File: config.mk
export PLATFORM = sky130hd
export DESIGN_NAME = rom_read_ctrl
export DESIGN_NICKNAME = d
export VERILOG_FILES = /design/src/rtl/rom_rd_pkg.sv /design/src/rtl/rom_rd_timer.sv /design/src/rtl/rom_rd_fsm.sv /design/src/rtl/rom_rd_datapath.sv /design/src/rtl/rom_read_ctrl.sv
export SDC_FILE = /design/constraint.sdc
export NUM_CORES = 1
export LEC_CHECK = 0
export CORE_MARGIN = 8
export CORE_UTILIZATION = 35
export DETAILED_ROUTE_END_ITERATION = 12
export DONT_BUFFER_PORTS = 1
export HOLD_SLACK_MARGIN = 0.06
export PLACE_DENSITY = 0.6
export SYNTH_ARGS = -nofsm -noshare
export SYNTH_HDL_FRONTEND = slang
export SYNTH_SLANG_ARGS = --single-unit
File: constraint.sdc
create_clock -name clk_i -period 5.2 [get_ports clk_i]
set_clock_uncertainty 0.15 [all_clocks]
set_input_delay 0.26 -clock clk_i [delete_from_list [all_inputs] [get_ports clk_i]]
set_output_delay 0.26 -clock clk_i [all_outputs]
set_load 0.03 [all_outputs]
File: src/rtl/rom_rd_pkg.sv
package rom_rd_pkg;

  typedef enum logic [2:0] {
    ST_IDLE,
    ST_SETUP,
    ST_WAIT,
    ST_CAPTURE,
    ST_RELEASE
  } rd_state_e;

  function automatic int unsigned ceil_div(input int unsigned num, input int unsigned den);
    return (num + den - 1) / den;
  endfunction

  function automatic int unsigned max2(input int unsigned a, input int unsigned b);
    return (a > b) ? a : b;
  endfunction

endpackage

File: src/rtl/rom_rd_timer.sv
module rom_rd_timer #(
  parameter int unsigned SAMPLE_AT = 10,
  parameter int unsigned IDLE_AT   = 13,
  parameter int unsigned CNT_W     = 4
) (
  input  logic clk_i,
  input  logic rst_ni,
  input  logic run_i,
  output logic sample_o,
  output logic done_o
);

  logic [CNT_W-1:0] elapsed_q;

  // cycles since the edge that started the current access
  always_ff @(posedge clk_i or negedge rst_ni) begin
    if (!rst_ni)     elapsed_q <= '0;
    else if (!run_i) elapsed_q <= '0;
    else             elapsed_q <= elapsed_q + 1'b1;
  end

  assign sample_o = (elapsed_q == CNT_W'(SAMPLE_AT - 1));
  assign done_o   = (elapsed_q == CNT_W'(IDLE_AT - 1));

  assert_elapsed_bound_R7: assert property (@(posedge clk_i) disable iff (!rst_ni)
    elapsed_q <= CNT_W'(IDLE_AT));

  assert_idle_clears_R7: assert property (@(posedge clk_i) disable iff (!rst_ni)
    !run_i |=> elapsed_q == '0);

endmodule

File: src/rtl/rom_rd_fsm.sv
module rom_rd_fsm import rom_rd_pkg::*; (
  input  logic clk_i,
  input  logic rst_ni,
  input  logic req_i,
  input  logic sample_i,
  input  logic done_i,
  output logic accept_o,
  output logic capture_o,
  output logic busy_o,
  output logic rvalid_o,
  output logic ce_no,
  output logic oe_no
);

  rd_state_e state_q, state_d;
  logic      ce_n_q, oe_n_q;

  always_comb begin
    state_d = state_q;
    unique case (state_q)
      ST_IDLE:    if (req_i)    state_d = ST_SETUP;
      ST_SETUP:                 state_d = ST_WAIT;
      ST_WAIT:    if (sample_i) state_d = ST_CAPTURE;
      ST_CAPTURE:               state_d = ST_RELEASE;
      ST_RELEASE: if (done_i)   state_d = ST_IDLE;
      default:                  state_d = ST_IDLE;
    endcase
  end

  always_ff @(posedge clk_i or negedge rst_ni) begin
    if (!rst_ni) begin
      state_q <= ST_IDLE;
      ce_n_q  <= 1'b1;
      oe_n_q  <= 1'b1;
    end else begin
      state_q <= state_d;
      // enables registered from the next state: no glitch on the pins
      ce_n_q  <= !(state_d == ST_SETUP || state_d == ST_WAIT);
      oe_n_q  <= !(state_d == ST_WAIT);
    end
  end

  assign accept_o  = (state_q == ST_IDLE) && req_i;
  assign capture_o = (state_q == ST_WAIT) && sample_i;
  assign busy_o    = (state_q != ST_IDLE);
  assign rvalid_o  = (state_q == ST_CAPTURE);
  assign ce_no     = ce_n_q;
  assign oe_no     = oe_n_q;

  assert_oe_inside_ce_R3: assert property (@(posedge clk_i) disable iff (!rst_ni)
    !oe_n_q |-> !ce_n_q);

  assert_oe_follows_ce_R3: assert property (@(posedge clk_i) disable iff (!rst_ni)
    $fell(oe_n_q) |-> !$past(ce_n_q));

  assert_rvalid_single_R4: assert property (@(posedge clk_i) disable iff (!rst_ni)
    rvalid_o |=> !rvalid_o);

  assert_capture_closes_bus_R4: assert property (@(posedge clk_i) disable iff (!rst_ni)
    rvalid_o |-> (ce_n_q && oe_n_q));

  assert_setup_from_idle_R2: assert property (@(posedge clk_i) disable iff (!rst_ni)
    (state_q == ST_SETUP) |-> ($past(state_q) == ST_IDLE));

endmodule

File: src/rtl/rom_rd_datapath.sv
module rom_rd_datapath #(
  parameter int unsigned ADDR_W = 22,
  parameter int unsigned DATA_W = 16
) (
  input  logic              clk_i,
  input  logic              rst_ni,
  input  logic              accept_i,
  input  logic              capture_i,
  input  logic              active_i,
  input  logic [ADDR_W-1:0] addr_i,
  input  logic              byte_mode_i,
  input  logic [DATA_W-1:0] rom_d_i,
  output logic [ADDR_W-2:0] rom_addr_o,
  output logic              rom_lsb_o,
  output logic              rom_lsb_oe_o,
  output logic              rom_word_o,
  output logic [DATA_W-1:0] rdata_o
);

  localparam int unsigned LANE_W = DATA_W / 2;

  logic [ADDR_W-2:0] waddr_q;
  logic              lsb_q;
  logic              word_q;
  logic [DATA_W-1:0] rdata_q;
  logic [DATA_W-1:0] lane_sel;

  always_ff @(posedge clk_i or negedge rst_ni) begin
    if (!rst_ni) begin
      waddr_q <= '0;
      lsb_q   <= 1'b0;
      word_q  <= 1'b0;
    end else if (accept_i) begin
      waddr_q <= addr_i[ADDR_W-1:1];
      lsb_q   <= addr_i[0];
      word_q  <= !byte_mode_i;
    end
  end

  // byte access: ROM puts the chosen byte on the low lane
  assign lane_sel = word_q ? rom_d_i : {{LANE_W{1'b0}}, rom_d_i[LANE_W-1:0]};

  always_ff @(posedge clk_i or negedge rst_ni) begin
    if (!rst_ni)        rdata_q <= '0;
    else if (capture_i) rdata_q <= lane_sel;
  end

  assign rom_addr_o   = waddr_q;
  assign rom_lsb_o    = lsb_q;
  assign rom_lsb_oe_o = active_i && !word_q;
  assign rom_word_o   = word_q;
  assign rdata_o      = rdata_q;

  assert_word_releases_pin_R6: assert property (@(posedge clk_i) disable iff (!rst_ni)
    rom_word_o |-> !rom_lsb_oe_o);

  assert_byte_upper_zero_R5: assert property (@(posedge clk_i) disable iff (!rst_ni)
    ($past(capture_i) && !word_q) |-> (rdata_q[DATA_W-1:LANE_W] == '0));

  assert_rdata_hold_R9: assert property (@(posedge clk_i) disable iff (!rst_ni)
    !$past(capture_i) |-> $stable(rdata_q));

  assert_addr_stable_R3: assert property (@(posedge clk_i) disable iff (!rst_ni)
    ($past(active_i) && active_i) |-> ($stable(rom_addr_o) && $stable(rom_word_o)));

endmodule

File: src/rtl/rom_read_ctrl.sv
module rom_read_ctrl import rom_rd_pkg::*; #(
  parameter int unsigned ADDR_W     = 22,
  parameter int unsigned DATA_W     = 16,
  parameter int unsigned CLK_PS     = 10000,
  parameter int unsigned T_RC_PS    = 100000,
  parameter int unsigned T_AA_PS    = 100000,
  parameter int unsigned T_ACE_PS   = 100000,
  parameter int unsigned T_OE_PS    = 50000,
  parameter int unsigned T_FLOAT_PS = 40000
) (
  input  logic              clk_i,
  input  logic              rst_ni,
  input  logic              req_i,
  input  logic [ADDR_W-1:0] addr_i,
  input  logic              byte_mode_i,
  output logic              busy_o,
  output logic              rvalid_o,
  output logic [DATA_W-1:0] rdata_o,
  output logic [ADDR_W-2:0] rom_addr_o,
  output logic              rom_ce_no,
  output logic              rom_oe_no,
  output logic              rom_word_o,
  output logic              rom_lsb_o,
  output logic              rom_lsb_oe_o,
  input  logic [DATA_W-1:0] rom_d_i
);

  localparam int unsigned AA_CYC    = ceil_div(T_AA_PS, CLK_PS);
  localparam int unsigned ACE_CYC   = ceil_div(T_ACE_PS, CLK_PS);
  localparam int unsigned OE_CYC    = ceil_div(T_OE_PS, CLK_PS);
  localparam int unsigned RC_CYC    = ceil_div(T_RC_PS, CLK_PS);
  localparam int unsigned FLOAT_CYC = ceil_div(T_FLOAT_PS, CLK_PS);
  // output enable starts one cycle after address and chip enable
  localparam int unsigned SAMPLE_AT = max2(max2(AA_CYC, ACE_CYC), max2(OE_CYC + 1, 2));
  localparam int unsigned IDLE_AT   = max2(max2(SAMPLE_AT + FLOAT_CYC, RC_CYC) - 1,
                                           SAMPLE_AT + 2);
  localparam int unsigned CNT_W     = $clog2(IDLE_AT + 1);

  logic accept, capture, sample, done;

  rom_rd_fsm u_fsm (
    .clk_i     (clk_i),
    .rst_ni    (rst_ni),
    .req_i     (req_i),
    .sample_i  (sample),
    .done_i    (done),
    .accept_o  (accept),
    .capture_o (capture),
    .busy_o    (busy_o),
    .rvalid_o  (rvalid_o),
    .ce_no     (rom_ce_no),
    .oe_no     (rom_oe_no)
  );

  rom_rd_timer #(
    .SAMPLE_AT (SAMPLE_AT),
    .IDLE_AT   (IDLE_AT),
    .CNT_W     (CNT_W)
  ) u_timer (
    .clk_i    (clk_i),
    .rst_ni   (rst_ni),
    .run_i    (busy_o),
    .sample_o (sample),
    .done_o   (done)
  );

  rom_rd_datapath #(
    .ADDR_W (ADDR_W),
    .DATA_W (DATA_W)
  ) u_dp (
    .clk_i        (clk_i),
    .rst_ni       (rst_ni),
    .accept_i     (accept),
    .capture_i    (capture),
    .active_i     (busy_o),
    .addr_i       (addr_i),
    .byte_mode_i  (byte_mode_i),
    .rom_d_i      (rom_d_i),
    .rom_addr_o   (rom_addr_o),
    .rom_lsb_o    (rom_lsb_o),
    .rom_lsb_oe_o (rom_lsb_oe_o),
    .rom_word_o   (rom_word_o),
    .rdata_o      (rdata_o)
  );

  assert_ce_only_when_busy_R2: assert property (@(posedge clk_i) disable iff (!rst_ni)
    !rom_ce_no |-> busy_o);

  assert_pulse_while_busy_R4: assert property (@(posedge clk_i) disable iff (!rst_ni)
    rvalid_o |-> busy_o);

endmodule

# Yosys cells after proc, flatten, opt, wreduce, memory -nomap -nowiden
# Cells that the tools add are included.
dict set report word_totals {
  register_bits 48
  input_bits 42
  elab_cells 33
}
dict set report classes {
  addsub 1
  eq_ne 8
  n_mux 6
  n_reduce_logical 10
}
# cell count
set ops {}
lappend ops {{two-way mux 16 bit} 1}
lappend ops {{one-hot mux 3 bit (5 select lines)} 1}
lappend ops {{equality test 3 x 2 -> 1 bit, second input constant} 3}
lappend ops {{two-way mux 3 bit} 3}
lappend ops {{equality test 4 bit, second input constant} 2}
lappend ops {{equality test 3 x 1 -> 1 bit, second input constant} 2}
lappend ops {{adder 4 x 1 -> 4 bit, second input constant} 1}
lappend ops {{logical NOT 1 bit} 4}
lappend ops {{two-way mux 4 bit} 1}
lappend ops {{equality test 3 bit, second input constant} 1}
lappend ops {{logical AND 1 bit} 3}
lappend ops {{logical NOT 3 bit} 1}
lappend ops {{nonzero test 3 bit} 1}
lappend ops {{logical OR 1 bit} 1}

# Logic depth before layout (Yosys ltp)
dict set report logic_depth {
  word_depth 6
  mapped_depth 5
}

# Hierarchy
# A second synthesis with hierarchy kept.
dict set report unflattened {
  cells_unflattened 149
  area_unflattened_um2 2084.5
}
# mod n_inst cells_per_inst area_per_inst_um2
set by_module_without_submodules {}
lappend by_module_without_submodules {rom_rd_datapath 1 103 1604.0}
lappend by_module_without_submodules {rom_rd_fsm 1 26 267.8}
lappend by_module_without_submodules {rom_rd_timer 1 20 212.7}

# Worst setup path before layout
# Ideal clock, no wire load.
dict set report synth_timing {
  path_type {register -> register}
  startpoint {register u_fsm.state_q[1]}
  endpoint {register u_dp.waddr_q[10], in the netlist u_dp.rom_addr_o[10]}
  setup_ns 0.125
  arrival_ns 1.505
  required_ns 4.925
  path_slack_ns 3.420
  stages_incl_launch_ff 5
  n_path_buf 2
  synth_period_minus_slack_ns 1.780
  path_cell_list {dfrtp_1 -> or4b_1 -> buf_6 -> buf_12 -> mux2_4}
}
dict set report synth_between {
  elab_chain_len 2
}
# item line
set synth_lines {}
lappend synth_lines {{start: declaration} rom_rd_fsm.sv:15} ;# rd_state_e state_q, state_d;
lappend synth_lines {{start signal: assignment} rom_rd_fsm.sv:36} ;# state_q <= state_d;
lappend synth_lines {{logical NOT 3 bit} rom_rd_fsm.sv:43} ;# assign accept_o = (state_q == ST_IDLE) && req_i;
lappend synth_lines {{logical AND 1 bit} rom_rd_fsm.sv:43}
lappend synth_lines {{end signal: assignment} rom_rd_datapath.sv:34} ;# waddr_q <= addr_i[ADDR_W-1:1];
lappend synth_lines {{end: declaration} rom_rd_datapath.sv:22} ;# logic [ADDR_W-2:0] waddr_q;
# Every way passes these cells.
# A chain may end at the register's enable or synchronous reset.

# Worst setup path after layout
dict set report layout_timing {
  startpoint {register u_fsm.state_q[0]}
  endpoint {output port busy_o}
}
dict set report layout_between {
  elab_chain_len 1
}
# item line
set layout_lines {}
lappend layout_lines {{nonzero test 3 bit} rom_rd_fsm.sv:45} ;# assign busy_o = (state_q != ST_IDLE);
lappend layout_lines {{end: declaration} rom_read_ctrl.sv:16} ;# output logic busy_o,
# Every way passes these cells.

==> implementation parameters <==
Parameter                              Value

Run status
  Result of the run ... complete, no violations

Placement
  Routability congestion estimate from global placement ... 0.629
  Number of buffers inserted by port buffering ... 0
  Placed standard-cell area ... between 2000 and 2500 sq um
  Setup WS pre-CTS ... 3.21 ns
  Detailed placement HPWL ... 2980 microns
  # placed instances ... 205

Setup path
  Critical-path cell list ... nor3_1, inv_1
  Reg2Reg Setup Slack ... roughly 3.2 ns
  Type of the worst setup path ... register to primary output
  Slowest stage delay, CP ... about 0.55 ns
  Crit. End Element ... primary output
  Critical Path Fanout Max ... 6
  Slowest CP cell ... sky130_fd_sc_hd__nor3_1
  Launching element type of the critical path ... register
  Required time at the endpoint of the critical path ... 4.79 ns
  Worst EP arrival ... 1.61 ns

Route
  Final wirelength ... 4320 microns
  DR DRC count ... 0
  Mean number of vias per cell ... 4.67
  Average wire length per cell after detail routing ... 16.9 microns
  Number of DRC markers after the initial detailed-route iteration ... 19
  Pre-Repair DR Iteration Count ... 3
  Via count ... 1192
  Count of antenna-violating nets left after detailed routing ... 0

Cells and area
  Fin area ... 2560 sq um
  Number of fillers in the final layout ... 479
  Total number of nets in the final design ... ~230
  Share of post-route cells with drive strength above 1 ... 24.2%
  Combined area of the multi-input logic cells ... 687 sq um
  Layout Area Growth over Synthesis ... 29.0%
  Final standard cell utilization of the core ... 46.4%
  Sequential Area ... about 1200 sq um
  Final standard cell count with taps included and fillers excluded ... 255

Logic synthesis
  Proportion of netlist area held by the largest area contributor ... around three fifths
  Synth Cell Area ... 1980 sq um
  Area leader, netlist ... sky130_fd_sc_hd__dfrtp_1
  Number of standard cells after synthesis ... 137
  Number of flops mapped to enable cells by yosys ... 0
  Post-synth ARST share ... 100%
  Most common flop cell mapped by yosys ... sky130_fd_sc_hd__dfrtp_1
  Post-Syn Area per Cell ... 14.5 sq um
  Register area share after synthesis ... just over 60%
  Number of storage elements in the synthesis netlist ... 48
  Synth Warn # ... 0
  Synthesized Nets ... 182
  Synth unique cells ... 24
  Ranking of synthesized cells by area ... sky130_fd_sc_hd__dfrtp_1, sky130_fd_sc_hd__mux2_4, sky130_fd_sc_hd__mux2_2

Timing
  Actual transition at the worst max-transition pin ... 0.663 ns
  Min Hold Slack ... 0.324 ns
  Max Clock Freq ... 495 MHz
  Number of failing setup endpoints in the final timing report ... 0
  Count of final max-slew check failures ... 0
  Worst setup slack after layout ... about 3.2 ns
  Crit share post-route ... 38.8%
  Post-Route Setup TNS ... 0 ns
  Number of hold violations in the final report ... 0
  Setup repair after global routing missed its margin ... false
  Max-slew headroom at the worst pin ... between 50% and 60%
  Crit path time final ... between 2 and 2.5 ns

Floorplan
  Total Die Area ... between 8000 and 9000 sq um
  Number of top-level design ports ... 86
  Placeable core area ... about 5500 sq um
  Horiz. Die Dim ... around 91 microns
  FP Rows ... 27
  Vertical die dimension ... 91.3 microns
  Initial Utilization ... 36.0%

Power and ir drop
  Combinational cell fraction of total power ... about a quarter
  Cell area power density ... 587 nW/um^2
  Pwr Total ... 1.50 mW
  Clock network power share ... roughly 15%
  P_int ... 0.845 mW
  Worst supply voltage drop on vdd ... 0.293 mV
  Switching pwr ... 0.657 mW
  Leakage dissipation ... between 1 and 1.5 nW
  Relative contribution of sequential cells to total power ... roughly three fifths
  Share of total power consumed by net switching ... 43.7%

Min path
  Path category of the worst min-delay check ... primary input to async pin

Global route
  Number of global-route vias before repair ... 1357
  Largest net degree at the start of global routing ... 49
  Congestion Overflow GR ... 0
  Overall routing resource usage ... between 10% and 20%
  Antenna violations before repair ... 1
  Global-route wire length before repair ... 7190 microns

Clocking
  Number of resized instances in the post-cts repair step ... 0
  Clock slew seen by the registers of the worst setup and hold paths ... 0.09 ns
  Clock H-tree levels ... 2
  CTS Root Cell ... sky130_fd_sc_hd__clkbuf_8
  Skew-Pair Late Insertion Delay ... 0.29 ns
  Clock sink count ... 48
  Number of buffers created by CTS ... 5
  TritonCTS clock tree ... built
  CTS max path bufs ... 2

Run
  Max capacitance violation total ... 0
==> synthesized netlist by cell type, drive strengths merged, types with 2 or more instances <==
| cell type | instances |
|---|---|
| mux2i | 8 |
| ha | 3 |
| inv | 11 |
| xnor2 | 2 |
| buf | 5 |
| nor2b | 2 |
| dfrtp | 46 |
| mux2 | 30 |
| nor2 | 7 |
| nand3 | 2 |
| nand2 | 11 |
| dfstp | 2 |
==> layout make-up <==
class	count	area share, %
Antenna cell	1	0.0978
Clock buffer	6	3.23
Clock inverter	2	0.587
Inverter	11	1.61
Multi-Input combinational cell	73	26.9
Sequential cell	48	47.1
Tap cell	72	3.52
Timing Repair Buffer	42	17.0
==> cell families after synthesis <==
kind of cell	after synthesis	synth area share (%)
AOI/OAI and AO/OA	3	1.07
buffers and inverters	16	4.67
adders and majority gates	3	1.89
and+or+nand+nor	26	6.25
DFF	48	60.7
muxes	38	24.1
xor gates and xnor gates	3	1.33
==> power by group through the flow <==
stage                     clock network [mW]  logic (mW)  registers, mW
after floorplan                            0       0.340          0.845
after global placement                     0       0.339          0.888
after detailed placement                   0       0.356          0.895
after CTS                              0.243       0.392          0.890
after global routing                   0.259       0.427          0.908
final                                  0.229       0.387          0.886
==> routing by layer <==
layer  wire length, microns  vias to the layer above  global-route usage, %  share of wire, %
met2                   2160                       59                   17.8                50
met5                      0                        -                      0                 0
li1                       -                      543                      -                 -
met1                   1630                      585                   11.4                38
met3                    495                        5                   6.01                11
met4                     26                        0                   2.86              0.60
==> cells in the final DEF (no fill, tap or decap) <==
master	count
sky130_fd_sc_hd__o21ai_0	1
sky130_fd_sc_hd__ha_1	3
sky130_fd_sc_hd__or4b_1	1
sky130_fd_sc_hd__dfrtp_1	46
sky130_fd_sc_hd__clkbuf_8	6
sky130_fd_sc_hd__inv_1	11
sky130_fd_sc_hd__nand2_1	11
sky130_fd_sc_hd__nand3_1	2
sky130_fd_sc_hd__dfstp_2	2
sky130_fd_sc_hd__a21boi_0	1
sky130_fd_sc_hd__diode_2	1
sky130_fd_sc_hd__mux2_2	14
sky130_fd_sc_hd__nor2b_1	2
sky130_fd_sc_hd__and2_1	1
sky130_fd_sc_hd__dlygate4sd3_1	40
sky130_fd_sc_hd__mux2i_1	8
sky130_fd_sc_hd__nand4_2	1
sky130_fd_sc_hd__nor2_1	7
sky130_fd_sc_hd__xnor2_1	2
sky130_fd_sc_hd__mux2_4	16
sky130_fd_sc_hd__buf_4	1
sky130_fd_sc_hd__buf_16	1
sky130_fd_sc_hd__a31o_2	1
sky130_fd_sc_hd__clkinvlp_4	2
sky130_fd_sc_hd__nor3_1	1
sky130_fd_sc_hd__xor2_1	1
==> critical path: cells and delay by family, from the launching register on <==
kind,cells,cell delay (ns)
DFF,1,0.44
buffers and inverters,1,0.32
and+or+nand+nor,1,0.55
==> timing repair <==
| item | 4_1_cts | 5_1_grt |
|---|---|---|
| buffers inserted | 0 | 0 |
| hold buffers | 41 | 0 |
| hold endpoints to repair | 87 | 0 |
==> registers in the layout, summed over array words and instances, names as in the netlist <==
register / count
u_fsm.ce_no: 1
u_dp.rom_lsb_o: 1
u_dp.rdata_o: 16
u_fsm.oe_no: 1
u_dp.rom_word_o: 1
u_fsm.state_q: 3
u_timer.elapsed_q: 4
u_dp.rom_addr_o: 21
==> final timing paths <==
kind	endpoint	from	cells past startpoint
worst min register to register	u_timer.elapsed_q[0]	u_timer.elapsed_q[0]	1
worst max-delay path	busy_o	u_fsm.state_q[0]	2
min in group clk_i	u_timer.elapsed_q[0]	u_timer.elapsed_q[0]	1
worst min-delay path	u_dp.rom_addr_o[9]	rst_ni	2
worst max register to register	u_dp.rdata_o[4]	u_timer.elapsed_q[1]	4
max in group asynchronous	u_fsm.ce_no	rst_ni	2
(Power assumes the default switching activity.)
